===== config.mk =====
export PLATFORM = sky130hd
export DESIGN_NAME = slot_hotplug_ctrl
export DESIGN_NICKNAME = d
export VERILOG_FILES = /design/src/rtl/slot_hp_pkg.sv /design/src/rtl/hp_reg_port.sv /design/src/rtl/hp_slot_tracker.sv /design/src/rtl/slot_hotplug_ctrl.sv
export SDC_FILE = /design/constraint.sdc
export NUM_CORES = 1
export LEC_CHECK = 0
export CORE_MARGIN = 2
export CORE_UTILIZATION = 57
export CTS_BUF_LIST = sky130_fd_sc_hd__clkbuf_2 sky130_fd_sc_hd__clkbuf_4 sky130_fd_sc_hd__clkbuf_8
export CTS_CLUSTER_SIZE = 14
export DETAILED_ROUTE_END_ITERATION = 10
export DONT_BUFFER_PORTS = 1
export GPL_ROUTABILITY_DRIVEN = 0
export PLACE_DENSITY = 0.72
export REMOVE_ABC_BUFFERS = 1
export SLEW_MARGIN = 30
export SYNTH_ARGS = -nofsm -noshare
export SYNTH_HDL_FRONTEND = slang
export SYNTH_SLANG_ARGS = --single-unit

===== constraint.sdc =====
create_clock -name clk -period 3.2 [get_ports clk]
set_input_delay 0.16 -clock clk [delete_from_list [all_inputs] [get_ports clk]]
set_output_delay 0.16 -clock clk [all_outputs]
set_load 0.01 [all_outputs]

===== src/rtl/slot_hp_pkg.sv =====
package slot_hp_pkg;

    localparam int          DATA_W    = 32;
    localparam logic [3:0]  OFF_UP    = 4'h0;
    localparam logic [3:0]  OFF_DOWN  = 4'h4;
    localparam logic [3:0]  OFF_EJECT = 4'h8;
    localparam logic [3:0]  OFF_RMV   = 4'hC;
    localparam logic [2:0]  ACC_BYTES = 3'd4;

    typedef enum logic [1:0] {
        ST_IDLE,
        ST_DRAIN,
        ST_REBUILD
    } trk_state_e;

    typedef struct packed {
        logic [DATA_W-1:0] present;
        logic [DATA_W-1:0] pending;
        logic [DATA_W-1:0] hpen;
    } slot_masks_t;

    // isolate the lowest set bit as a one-hot vector
    function automatic logic [DATA_W-1:0] lowest_onehot(input logic [DATA_W-1:0] v);
        return v & (~v + {{(DATA_W-1){1'b0}}, 1'b1});
    endfunction

endpackage


===== src/rtl/hp_reg_port.sv =====
module hp_reg_port
    import slot_hp_pkg::*;
(
    input  logic              clk,
    input  logic              rst,
    input  logic              acc_valid,
    input  logic              acc_write,
    input  logic [3:0]        acc_off,
    input  logic [2:0]        acc_size,
    input  logic [DATA_W-1:0] acc_wdata,
    input  logic              busy,
    input  slot_masks_t       masks,
    output logic              ej_req,
    output logic [DATA_W-1:0] ej_data,
    output logic              rd_valid,
    output logic [DATA_W-1:0] rd_data
);

    logic              acc_ok;
    logic [DATA_W-1:0] rd_mux;

    assign acc_ok  = acc_valid && (acc_size == ACC_BYTES) && !busy;
    assign ej_req  = acc_ok && acc_write && (acc_off == OFF_EJECT);
    assign ej_data = acc_wdata;

    always_comb begin
        unique case (acc_off)
            OFF_UP:   rd_mux = masks.present & masks.hpen;
            OFF_DOWN: rd_mux = masks.pending;
            OFF_RMV:  rd_mux = masks.hpen;
            default:  rd_mux = '0;
        endcase
    end

    always_ff @(posedge clk) begin
        if (rst) begin
            rd_valid <= 1'b0;
            rd_data  <= '0;
        end else begin
            rd_valid <= acc_ok && !acc_write;
            rd_data  <= (acc_ok && !acc_write) ? rd_mux : '0;
        end
    end

    AST_READ_QUALIFIED: assert property (@(posedge clk) disable iff (rst)
        rd_valid |-> $past(!busy && acc_size == ACC_BYTES));

endmodule


===== src/rtl/hp_slot_tracker.sv =====
module hp_slot_tracker
    import slot_hp_pkg::*;
#(
    parameter int NSLOT = 32
) (
    input  logic              clk,
    input  logic              rst,
    input  logic              plat_reset,
    input  logic [NSLOT-1:0]  plug,
    input  logic [NSLOT-1:0]  unplug,
    input  logic [NSLOT-1:0]  coldplug,
    input  logic [NSLOT-1:0]  fixed,
    input  logic [NSLOT-1:0]  occupied,
    input  logic              ej_req,
    input  logic [DATA_W-1:0] ej_data,
    output slot_masks_t       masks,
    output logic              busy,
    output logic              gpe_event,
    output logic [NSLOT-1:0]  eject
);

    localparam logic [DATA_W-1:0] SLOT_MASK = (NSLOT >= DATA_W) ? '1 :
                                              ((DATA_W'(1) << NSLOT) - DATA_W'(1));

    logic [DATA_W-1:0] plug_w, unplug_w, cold_w, fixed_w, occ_w;
    always_comb begin
        plug_w   = '0; plug_w[NSLOT-1:0]   = plug;
        unplug_w = '0; unplug_w[NSLOT-1:0] = unplug;
        cold_w   = '0; cold_w[NSLOT-1:0]   = coldplug;
        fixed_w  = '0; fixed_w[NSLOT-1:0]  = fixed;
        occ_w    = '0; occ_w[NSLOT-1:0]    = occupied;
    end

    trk_state_e        st_q, st_n;
    slot_masks_t       m_n;
    logic [DATA_W-1:0] sel, ej_n, ej_q;
    logic              gpe_n, gpe_q;

    always_comb begin
        st_n  = st_q;
        m_n   = masks;
        sel   = '0;
        ej_n  = '0;
        gpe_n = 1'b0;
        unique case (st_q)
            ST_IDLE: begin
                if (plat_reset) begin
                    st_n = ST_DRAIN;
                end else begin
                    if (ej_req) begin
                        sel = lowest_onehot(ej_data & SLOT_MASK);
                    end
                    m_n.pending = m_n.pending & ~sel;
                    if ((sel & fixed_w) == '0) begin
                        m_n.present = m_n.present & ~sel;
                    end
                    ej_n        = sel;
                    m_n.present = m_n.present | plug_w | cold_w;
                    m_n.pending = m_n.pending | unplug_w;
                    gpe_n       = |(plug_w | unplug_w);
                end
            end
            ST_DRAIN: begin
                if (masks.pending == '0) begin
                    st_n = ST_REBUILD;
                end else begin
                    sel         = lowest_onehot(masks.pending);
                    m_n.pending = masks.pending & ~sel;
                    if ((sel & fixed_w) == '0) begin
                        m_n.present = masks.present & ~sel;
                    end
                    ej_n = sel;
                end
            end
            ST_REBUILD: begin
                m_n.hpen    = ~fixed_w & SLOT_MASK;
                m_n.present = occ_w;
                st_n        = ST_IDLE;
            end
            default: st_n = ST_IDLE;
        endcase
    end

    always_ff @(posedge clk) begin
        if (rst) begin
            st_q  <= ST_DRAIN;
            masks <= '0;
            ej_q  <= '0;
            gpe_q <= 1'b0;
        end else begin
            st_q  <= st_n;
            masks <= m_n;
            ej_q  <= ej_n;
            gpe_q <= gpe_n;
        end
    end

    assign busy      = (st_q != ST_IDLE);
    assign gpe_event = gpe_q;
    assign eject     = ej_q[NSLOT-1:0];

    AST_EJECT_ONEHOT: assert property (@(posedge clk) disable iff (rst)
        $onehot0(ej_q));

    AST_GPE_CAUSE: assert property (@(posedge clk) disable iff (rst)
        gpe_q |-> $past(|(plug_w | unplug_w)));

    AST_DRAIN_STEP: assert property (@(posedge clk) disable iff (rst)
        (st_q == ST_DRAIN && masks.pending != '0) |=>
        ($countones(masks.pending) + 1 == $countones($past(masks.pending))));

    AST_REBUILD_MASK: assert property (@(posedge clk) disable iff (rst)
        (st_q == ST_REBUILD) |=> (masks.hpen == (~$past(fixed_w) & SLOT_MASK)));

endmodule


===== src/rtl/slot_hotplug_ctrl.sv =====
module slot_hotplug_ctrl
    import slot_hp_pkg::*;
#(
    parameter int NSLOT = 32
) (
    input  logic              clk,
    input  logic              rst,
    input  logic              plat_reset_i,
    input  logic [NSLOT-1:0]  plug_i,
    input  logic [NSLOT-1:0]  unplug_i,
    input  logic [NSLOT-1:0]  coldplug_i,
    input  logic [NSLOT-1:0]  fixed_i,
    input  logic [NSLOT-1:0]  occupied_i,
    input  logic              acc_valid_i,
    input  logic              acc_write_i,
    input  logic [3:0]        acc_off_i,
    input  logic [2:0]        acc_size_i,
    input  logic [31:0]       acc_wdata_i,
    output logic              rd_valid_o,
    output logic [31:0]       rd_data_o,
    output logic              busy_o,
    output logic              gpe_event_o,
    output logic [NSLOT-1:0]  eject_o
);

    slot_masks_t       masks;
    logic              ej_req;
    logic [DATA_W-1:0] ej_data;

    hp_reg_port u_port (
        .clk       (clk),
        .rst       (rst),
        .acc_valid (acc_valid_i),
        .acc_write (acc_write_i),
        .acc_off   (acc_off_i),
        .acc_size  (acc_size_i),
        .acc_wdata (acc_wdata_i),
        .busy      (busy_o),
        .masks     (masks),
        .ej_req    (ej_req),
        .ej_data   (ej_data),
        .rd_valid  (rd_valid_o),
        .rd_data   (rd_data_o)
    );

    hp_slot_tracker #(.NSLOT(NSLOT)) u_trk (
        .clk        (clk),
        .rst        (rst),
        .plat_reset (plat_reset_i),
        .plug       (plug_i),
        .unplug     (unplug_i),
        .coldplug   (coldplug_i),
        .fixed      (fixed_i),
        .occupied   (occupied_i),
        .ej_req     (ej_req),
        .ej_data    (ej_data),
        .masks      (masks),
        .busy       (busy_o),
        .gpe_event  (gpe_event_o),
        .eject      (eject_o)
    );

endmodule


==> results of run 1 <==
-- power by group --
| part | internal, mW | switching, mW |
|---|---|---|
| Clock | 0.810 | 0.835 |
| Combinational | 2.41 | 4.11 |
| Sequential | 2.36 | 0.325 |
| Total | 5.58 | 5.27 |
-- area by class of cell --
cell class	instances	area share [%]
repair buffers	189	14.9
well taps	220	2.34
inverters	28	0.892
clock buffers	19	2.22
flip-flops and latches	164	27.9
diodes	2	0.0425
multi-input cells	988	50.5
clock inverters	12	1.29
-- per-stage QoR --
step	instance area (µm²)	std cells	TNS, ps
final	11800	1622	0
after global routing	11800	1622	0
after CTS	11800	1620	0
after detailed placement	10200	1476	0
after global placement	10200	1476	0
after floorplan	9270	1180	-70750
-- kinds of logic (layout without fill, tap and decap cells) --
family / after synthesis / count (layout)
buffers and inverters: 136 / 248
adders and majority gates: 5 / 5
DFF: 164 / 164
AOI/OAI and AO/OA: 380 / 380
and+or+nand+nor: 594 / 594
muxes: 9 / 9
other: 0 / 2
-- path summary, 6_finish.rpt --
check	end	slack, ps	cells after the start
worst max-delay path	u_trk.masks[83]	120	10
worst min-delay path	u_trk.masks[86]	-0.4	3
worst max register to register	u_trk.masks[83]	120	10
worst min register to register	u_trk.masks[29]	480	2
-- flip-flops by register name, summed over array words and instances (netlist names) --
signal / count
u_trk.eject: 32
u_port.rd_data: 32
u_trk.gpe_event: 1
u_port.rd_valid: 1
u_trk.st_q: 2
u_trk.masks: 96
-- routing by layer --
layer | part of all wire (%) | wire length [µm]
met1 | 36 | 15100
met2 | 43 | 18100
met3 | 14 | 5970
met4 | 6.8 | 2840
met5 | 0 | 0
-- cell usage in the layout, fill, tap and decap left out, types with 44 or more instances in the layout --
cell type / n
sky130_fd_sc_hd__nand2_1: 139
sky130_fd_sc_hd__nand3_1: 55
sky130_fd_sc_hd__buf_4: 73
sky130_fd_sc_hd__dlygate4sd3_1: 112
sky130_fd_sc_hd__a211oi_1: 50
sky130_fd_sc_hd__dfxtp_1: 163
sky130_fd_sc_hd__nor2_1: 153
sky130_fd_sc_hd__o21ai_0: 55
sky130_fd_sc_hd__nor3_1: 56
sky130_fd_sc_hd__a22oi_1: 44
sky130_fd_sc_hd__a21oi_1: 60
-- worst register-to-register path: cells and delay by family (launching register included) --
family	cells	cell delay, ps
AO/OA/AOI/OAI	3	1090
adder cells (fa/ha/maj)	1	230
buffers and inverters	2	350
flip-flops	1	400
AND/OR/NAND/NOR	4	870
-- timing repair --
item	CTS	global route
hold buffers	113	0
resized for setup	0	3
hold endpoints to repair	114	0
setup endpoints to repair	0	28
==> impl.org, run 1 <==
** Run status
- The flow ran to the end, but the final reports show violations.
- Violations in the final reports :: negative hold slack

** Critical path
- On the critical path, the stage with the largest delay is an instance of sky130_fd_sc_hd__a2111oi_0.
- Chain of cells forming the critical path :: inv_1 > ha_2 > and2_1 > nand4_1 > nor2_1 > a2111oi_0 > nand3_1 > buf_4 > o31ai_1 > a211oi_1
- The worst register-to-register path begins at u_trk.st_q[1].
- Worst path arrival time :: 3450 ps
- Grouping stages by cell kind, the critical path spends the most delay in compound AO/OA/AOI/OAI gates.
- Delay of the slowest cell on the worst path :: 710 ps
- For the worst setup path, the data required time is 3570 ps.
- Worst setup startpoint :: u_trk.st_q[1]
- Launching element type of the critical path :: register
- Critical Path Fanout Max :: 7
- STA classifies the critical path endpoint as a register.
- Type of the setup path with the least slack :: reg2reg
- The number of buffers and inverters on the critical path is 2.

** Die
- Boundary Pins :: 271
- Measured along the y axis, the die boundary spans 135 µm.
- Die outline width :: 135 µm
- The floorplan has 47 rows.
- The total area inside the core boundary comes to 16600 µm².
- The die covers 18100 µm².
- Once the floorplan was initialized, standard cells occupied 58.5% of the core.

** Power
- Static Leak :: 4.17 nW
- Power spread over the standard cell area amounts to 921 nW/µm².
- Total power for the finished layout comes to 10.9 mW.
- Across the VDD grid, the largest voltage drop is 0.000608 V.

** CTS
- Inserted Clock Buffers :: 17
- Post-CTS Repair Setup Buffers :: 0
- Maximum root-to-sink buffer count :: 2
- Clock-pin slew on the worst setup and hold paths :: 90 ps
- CTS tree :: yes
- CTS Root Buffer Type :: sky130_fd_sc_hd__clkbuf_8
- CTS sink cnt :: 164
- The later pin in the worst-skew pair is clocked with a latency of 500 ps.
- In this run the number of H-tree levels came out at 4.

** Finish
- The multi-input combinational cells in the finished layout cover a total of 5950 µm².
- After filler insertion, the fill cell instance count of the layout stands at 1368.
- Measured on the finished design, the core utilization comes to 70.8%.
- Storage cell area :: 3280 µm²
- The post-route netlist has 10.5% of its cells at a drive strength greater than 1.
- For this run, the post-layout net count is 1597.
- Compared with the post-synthesis result, the final layout area differs by 21.1%.

** Synth
- Number of unique standard cell types used by synthesis :: 75
- For this run, asynchronously set or reset flops after synthesis account for 0%.
- Average size of a mapped cell :: 7.56 µm²
- Dominant cell by count in the synthesized netlist :: sky130_fd_sc_hd__dfxtp_1
- Fraction of post-synthesis cell area in the top cell type by area :: 33.7%
- Multiplexer share of the synthesized area :: 0.951%
- Post-Synth Adder-Cell Area :: 0.643%
- For this run, the number of Yosys warnings is 0.
- The most used flip-flop cell after synthesis is sky130_fd_sc_hd__dfxtp_1.
- Sequential cells were found to cover 33.7% of the synthesized design area.
- The synthesized netlist devotes 27.5% of its cell area to compound gates.
- Count of mapped cells out of synthesis :: 1288
- Ranking of synthesized cells by instance count :: sky130_fd_sc_hd__dfxtp_1 (164), sky130_fd_sc_hd__nor2_1 (155), sky130_fd_sc_hd__nand2_1 (139)
- After Yosys synthesis, and, or, nand and nor cells account for 31.4% of the synthesized area.
- Count of flip-flops with a built-in enable after synthesis :: 0
- The synthesized design spends more area on one cell type than any other, namely sky130_fd_sc_hd__dfxtp_1.
- By area, the combinational part of the netlist is dominated by simple AND/OR/NAND/NOR gates.
- Leading cell types by total area after synthesis :: sky130_fd_sc_hd__dfxtp_1 (34%), sky130_fd_sc_hd__nor2_1 (6.0%), sky130_fd_sc_hd__nand2_1 (5.4%)
- Area share of xor/xnor cells in the synthesized design :: 0%
- Post-synthesis register bit count :: 164
- Cell Area, Synth :: 9730 µm²

** STA
- Final Hold Fails :: 1
- Final-report setup violation count :: 0
- The tightest hold path in the finished design has a slack of -0.352 ps.
- Counting I/O delays and the setup requirement, the final critical path takes 3080 ps.
- Transition time of the tightest slew-check pin :: 1030 ps
- Measured against its own limit, the worst slew margin works out to 30.6%.
- Setup repair after global routing left no endpoint under its margin.
- In the finished design, the share of the clock period the worst path needs comes to 96.2%.
- Worst Skew :: 12.5 ps
- The number of slew-limit violations in the final report was 0.
- The worst path meets setup with 121 ps of slack.
- Based on the critical path, the design can be clocked at up to 0.325 GHz.

** Global routing
- Maximum number of pins on one net before global-route repair :: 112
- Busiest metal layer after global routing :: met2
- The via count of the first global-routing pass is 11300.
- The first global-routing pass estimated 62900 µm of wire.
- Met1 GRT Util :: 55.5%
- Antenna violations before repair :: 1
- Global routing used 45.1% of the available tracks.
- GR Util met2 :: 69.6%
- Met3 track demand over resource in global routing :: 13.5%
- Global routing finished with a remaining overflow of 0.

** Placement
- Detail Placement HPWL :: 28600 µm
- During placement, the flow inserted port buffers numbering 0.
- Worst setup slack before clock tree synthesis :: 61.2 ps

** Drt
- Post-detailed-route DRC marker count :: 0
- For this block, the initial DRC count from the detailed router was 1768.
- Wire length per cell after detailed routing :: 25.9 µm
- Routed wire length :: 42100 µm
- The first TritonRoute pass finished after 9 iterations.
- Summing over every cut layer, the via total after detailed routing is 11900.
- Number of antenna-violating nets in the routed design :: 0
- Routed vias/inst :: 7.31

** Worst hold path
- The path class of the tightest hold or removal check is in2reg.
- Hold path start :: acc_wdata_i[21]

** Run
- Max-cap violations in this run came to 0.
Power figures use the tool's default switching activity.
==> inputs of run 2 (changes only) <==
--- a/config.mk
+++ b/config.mk
@@ -5,6 +5,7 @@
 export SDC_FILE = /design/constraint.sdc
 export NUM_CORES = 1
 export LEC_CHECK = 0
+export ABC_AREA = 1
 export CORE_MARGIN = 2
 export CORE_UTILIZATION = 57
 export CTS_BUF_LIST = sky130_fd_sc_hd__clkbuf_2 sky130_fd_sc_hd__clkbuf_4 sky130_fd_sc_hd__clkbuf_8
@@ -17,4 +18,5 @@
 export SLEW_MARGIN = 30
 export SYNTH_ARGS = -nofsm -noshare
 export SYNTH_HDL_FRONTEND = slang
+export SYNTH_HIERARCHICAL = 1
 export SYNTH_SLANG_ARGS = --single-unit
==> run 2 against run 1 <==
  * The flow now finishes without violations
  * Largest power group unchanged
  * Sequential share of layout area is 1.8 points lower
  * Highest routed layer unchanged
  * Fmax is 3.0% higher
  * Routed wire length is 2.0% higher
  * Hold slack better by 14 ps
  * Clock power is 13% lower
  * Power is 16% higher
==> impl.org, run 2 <==
** Run status
- Outcome: finished clean (was finished, violations left).

** Drt
- The remaining design rule violation count came to 0 (unchanged).
- Routed wire length :: 42900 µm (was 42100 µm)
- The via count came to 13100 (was 11900).
- The wire length per cell after detailed routing was 20.1 µm (was 25.9 µm).
- The first-iteration detailed-routing DRC count is 1677 (was 1768).
- Routed vias/inst :: 6.11 (was 7.31)
- The final antenna-violating net count is 0 (unchanged).
- The total iterations of the first detailed-routing run is 10 (was 9).

** Finish
- The flip-flop count of the largest register after layout was 96 (unchanged).
- The number of nets in the layout was 2066 (was 1597).
- The filler cell count in the final layout is 1814 (was 1368).
- The count of non-filler cells in the finished layout was 2137 (was 1622).
- The register area is 3280 µm² (about the same).
- The register with the most flip-flops is u_trk/masks (was u_trk.masks).
- Post-synthesis to final-layout area growth :: 13.6% (was 21.1%)
- Fraction of final layout cells with drive strength greater than 1 :: 6.79% (was 10.5%)
- Commonest non-fill, non-tap cells in the layout: sky130_fd_sc_hd__nand2_1 (414), sky130_fd_sc_hd__nand3_1 (212), sky130_fd_sc_hd__nor2_1 (200) (was sky130_fd_sc_hd__dfxtp_1 (163), sky130_fd_sc_hd__nor2_1 (153), sky130_fd_sc_hd__nand2_1 (139)).
- Footprint of the multi-input gates :: 6410 µm² (was 5950 µm²)
- Commonest non-fill, non-tap cell in the layout :: sky130_fd_sc_hd__nand2_1 (was sky130_fd_sc_hd__dfxtp_1)

** Placement
- The post-detailed-placement half-perimeter wirelength is 29800 µm (was 28600 µm).
- Worst setup slack before clock tree synthesis :: 148 ps (was 61.2 ps)
- The cell count after placement is 1983 (was 1476).
- The quantity of I/O buffers inserted on ports is 0 (unchanged).

** Critical path
- The maximum fanout count along the critical path is 32 (was 7).
- Buffering stage count on the worst path with inverters included :: 3 (was 2)
- The worst setup slack for register-to-register paths was 210 ps (was 120 ps).
- Worst path arrival time :: 3390 ps (was 3450 ps)
- Counting stages on the worst path, the most repeated cell is sky130_fd_sc_hd__nand3_1.
- The reg-to-reg endpoint is u_trk/masks[88] (was u_trk.masks[83]).
- The largest stage delay on the critical path is 340 ps (was 710 ps).
- The depth of the most critical reg-to-reg path was 19 (was 10).
- Chain of cells forming the critical path :: inv_1 > ha_1 > inv_1 > nor2_1 > nand2_1 > nor2_4 > inv_2 > nor2_1 > nand3_1 > or2_2 > nor2_1 > a21oi_1 > nand3_1 > nor2_4 > nand2_8 > nand2_1 > nand3_1 > nand3_1 > a21oi_1 (was inv_1 > ha_2 > and2_1 > nand4_1 > nor2_1 > a2111oi_0 > nand3_1 > buf_4 > o31ai_1 > a211oi_1)
- Type of the setup path with the least slack :: reg2reg (unchanged)
- The sort of element at the end of the critical path is a register (unchanged).
- The type of origin of the critical path is a register (unchanged).
- Source of the worst register-to-register timing path :: u_trk/st_q[0] (was u_trk.st_q[1])
- Family with the most delay on the worst path :: simple AND/OR/NAND/NOR gates (was compound AO/OA/AOI/OAI gates)
- Slowest cell on crit path :: sky130_fd_sc_hd__dfxtp_1 (was sky130_fd_sc_hd__a2111oi_0)
- Critical path required time :: 3600 ps (was 3570 ps)

** CTS
- CTS sink cnt :: 164 (unchanged)
- Clock-pin slew on the worst setup and hold paths :: 90 ps (about the same)
- The cell chosen for the clock root is sky130_fd_sc_hd__clkbuf_8 (unchanged).
- Maximum root-to-sink buffer count :: 2 (unchanged)
- Max H-tree Level :: 4 (unchanged)
- The number of buffers created by CTS is 17 (unchanged).
- The clock latency of the later-clocked register in the worst-skew pair was 480 ps (was 500 ps).
- The TritonCTS clock tree is yes (unchanged).

** Synth
- Post-synth ARST share :: 0% (unchanged)
- The biggest area consumer among synthesized cells was sky130_fd_sc_hd__dfxtp_1 (unchanged).
- Number of unique standard cell types used by synthesis :: 43 (was 75)
- Ranking of synthesized cells by instance count: sky130_fd_sc_hd__nand2_1 (414), sky130_fd_sc_hd__nand3_1 (212), sky130_fd_sc_hd__nor2_1 (203) (was sky130_fd_sc_hd__dfxtp_1 (164), sky130_fd_sc_hd__nor2_1 (155), sky130_fd_sc_hd__nand2_1 (139)).
- The count of mapped cells out of synthesis is 1812 (was 1288).
- Fraction of post-synthesis cell area in the top cell type by area :: 29.6% (was 33.7%)
- Main synth FF type :: sky130_fd_sc_hd__dfxtp_1 (unchanged)
- Leading cell types by total area after synthesis :: sky130_fd_sc_hd__dfxtp_1 (30%), sky130_fd_sc_hd__nand2_1 (14%), sky130_fd_sc_hd__nand3_1 (9.6%) (was sky130_fd_sc_hd__dfxtp_1 (34%), sky130_fd_sc_hd__nor2_1 (6.0%), sky130_fd_sc_hd__nand2_1 (5.4%))
- Post-synthesis register bit count :: 164 (unchanged)
- The mean instance size in the synthesized netlist is 6.12 µm² (was 7.56 µm²).
- Count of flip-flops with a built-in enable after synthesis :: 0 (unchanged)
- The combined area of all synthesized cells is 11100 µm² (was 9730 µm²).
- The fraction of the yosys area taken by sequential cells was 29.6% (was 33.7%).
- Dominant cell by count in the synthesized netlist :: sky130_fd_sc_hd__nand2_1 (was sky130_fd_sc_hd__dfxtp_1)
- The number of warnings issued by yosys came to 6 (was 0).

** Worst hold path
- Worst Hold Endpoint :: u_trk/eject[2] (was u_trk.masks[86])
- Type of the most critical hold path :: in2reg (unchanged)
- The origin of the worst min-delay path is acc_wdata_i[1] (was acc_wdata_i[21]).
- The worst hold path depth was 5 (was 3).

** STA
- The share of the cycle needed by the critical path after routing was 93.4% (was 96.2%).
- The worst setup skew after layout was 12.0 ps (was 12.5 ps).
- Worst hold slack across all endpoints :: 14.0 ps (was -0.352 ps)
- Final setup margin :: 212 ps (was 121 ps)
- Final-report setup violation count :: 0 (unchanged)
- The upper clock frequency limit is 0.335 GHz (was 0.325 GHz).
- The slew at the pin closest to its max-slew limit was 1010 ps (was 1030 ps).
- RSZ-0062 raised after global routing: no (unchanged).
- The number of slew-limit violations in the final report came to 0 (unchanged).
- The max-slew headroom at the worst pin came to 32.6% (was 30.6%).
- Min cycle time layout :: 2990 ps (was 3080 ps)
- The number of hold violations in the final report was 0 (was 1).

** Die
- Die outline width :: 143 µm (was 135 µm)
- Area of the core region :: 19300 µm² (was 16600 µm²)
- The site row count was 51 (was 47).
- The number of top-level pins was 271 (unchanged).
- The die outline height was 143 µm (was 135 µm).
- The floorplan die area is 20600 µm² (was 18100 µm²).
- Initial core utilization :: 57.6% (was 58.5%)

** Global routing
- Global-route wire length before repair :: 64500 µm (was 62900 µm)
- The maximum number of pins on one net before global-route repair came to 98 (was 112).
- The overall global routing resource usage is 40.6% (was 45.1%).
- Remaining Overflow, GRT :: 0 (unchanged)
- The number of antenna violations at the first check in global routing was 0 (was 1).
- The via count of the first global-routing pass came to 12100 (was 11300).

** Power
- Peak ir drop on the vdd network :: 0.000779 V (was 0.000608 V)
- The leakage power total came to 5.50 nW (was 4.17 nW).
- The power per unit of standard cell area came to 1000 nW/µm² (was 921 nW/µm²).

** Run
- Max-cap viol count :: 0 (unchanged)
[run 2: changes by cell type in the layout (fill, tap and decap cells not counted), sizes merged, moves of 47 or more]
cell    change
o21ai      +52
a21oi      +92
inv       +173
buf        -47
a211oi     -49
nand3     +157
nor2       +75
nand2     +293
[run 2: area by class of cell]
type,count,area share (%)
Multi-Input combinational cell,1325,50.9
Sequential cell,164,26.1
Timing Repair Buffer,149,11.6
Inverter,201,6.01
Tap cell,265,2.63
Clock buffer,23,2.31
Clock inverter,8,0.437
Antenna cell,2,0.0397
[run 2: worst register-to-register path, delay by kind of cell (launching register included)]
family | cells | cell delay [ps]
compound gates | 2 | 270
fa+ha+maj | 1 | 190
buf+inv | 3 | 260
flops | 1 | 340
simple gates | 13 | 1870
[run 2: kinds of logic after synthesis]
group | Yosys count | synth area share, %
adders and majority gates | 4 | 0.451
AOI/OAI and AO/OA | 325 | 16.4
DFF | 164 | 29.6
buffers and inverters | 323 | 13.1
and+or+nand+nor | 996 | 40.5
[run 2: layer usage]
layer | global-route usage [%] | part of all wire (%) | vias to the layer above
met3 | 8.90 | 13 | 168
met2 | 64.5 | 45 | 975
met1 | 50.9 | 37 | 5899
li1 | - | - | 6025
met5 | 0 | 0 | -
met4 | 22.9 | 5.3 | 0
[run 2: power breakdown]
| part | leakage, nW | switching, mW | internal [mW] | total (mW) |
|---|---|---|---|---|
| combinational | 3.99 | 5.73 | 2.52 | 8.25 |
| clock | 0.175 | 0.815 | 0.606 | 1.42 |
| sequential | 1.33 | 0.469 | 2.47 | 2.94 |
[run 2: through the flow]
stage	utilization (%)	setup TNS [ps]	instance area [µm²]	power, mW
after detailed placement	57.0	0	11000	10.6
after global routing	65.3	0	12600	13.4
final	65.4	0	12600	12.6
after global placement	57.0	0	11000	10.4
after CTS	65.1	0	12500	12.2
after floorplan	-	-64620	10400	8.19
[run 2: what timing repair did]
item / CTS / global route
hold buffers: 120 / 0
resized for setup: 0 / 2
setup endpoints to repair: 0 / 32
buffers inserted: 0 / 0
hold endpoints to repair: 107 / 0
[run 2: how the worst max path moves through the flow]
stage / from / end / slack (ps) / cells past startpoint
CTS: u_trk/st_q[0] / u_trk/masks[88] / 160 / 19
global placement: u_trk/st_q[1] / u_trk/masks[85] / 300 / 19
global route: u_trk/st_q[0] / u_trk/masks[88] / 40 / 21
floorplan: acc_off_i[1] / u_trk/masks[85] / -1280 / 16
finish: u_trk/st_q[0] / u_trk/masks[88] / 210 / 19
detailed placement: u_trk/st_q[0] / u_trk/masks[85] / 150 / 19
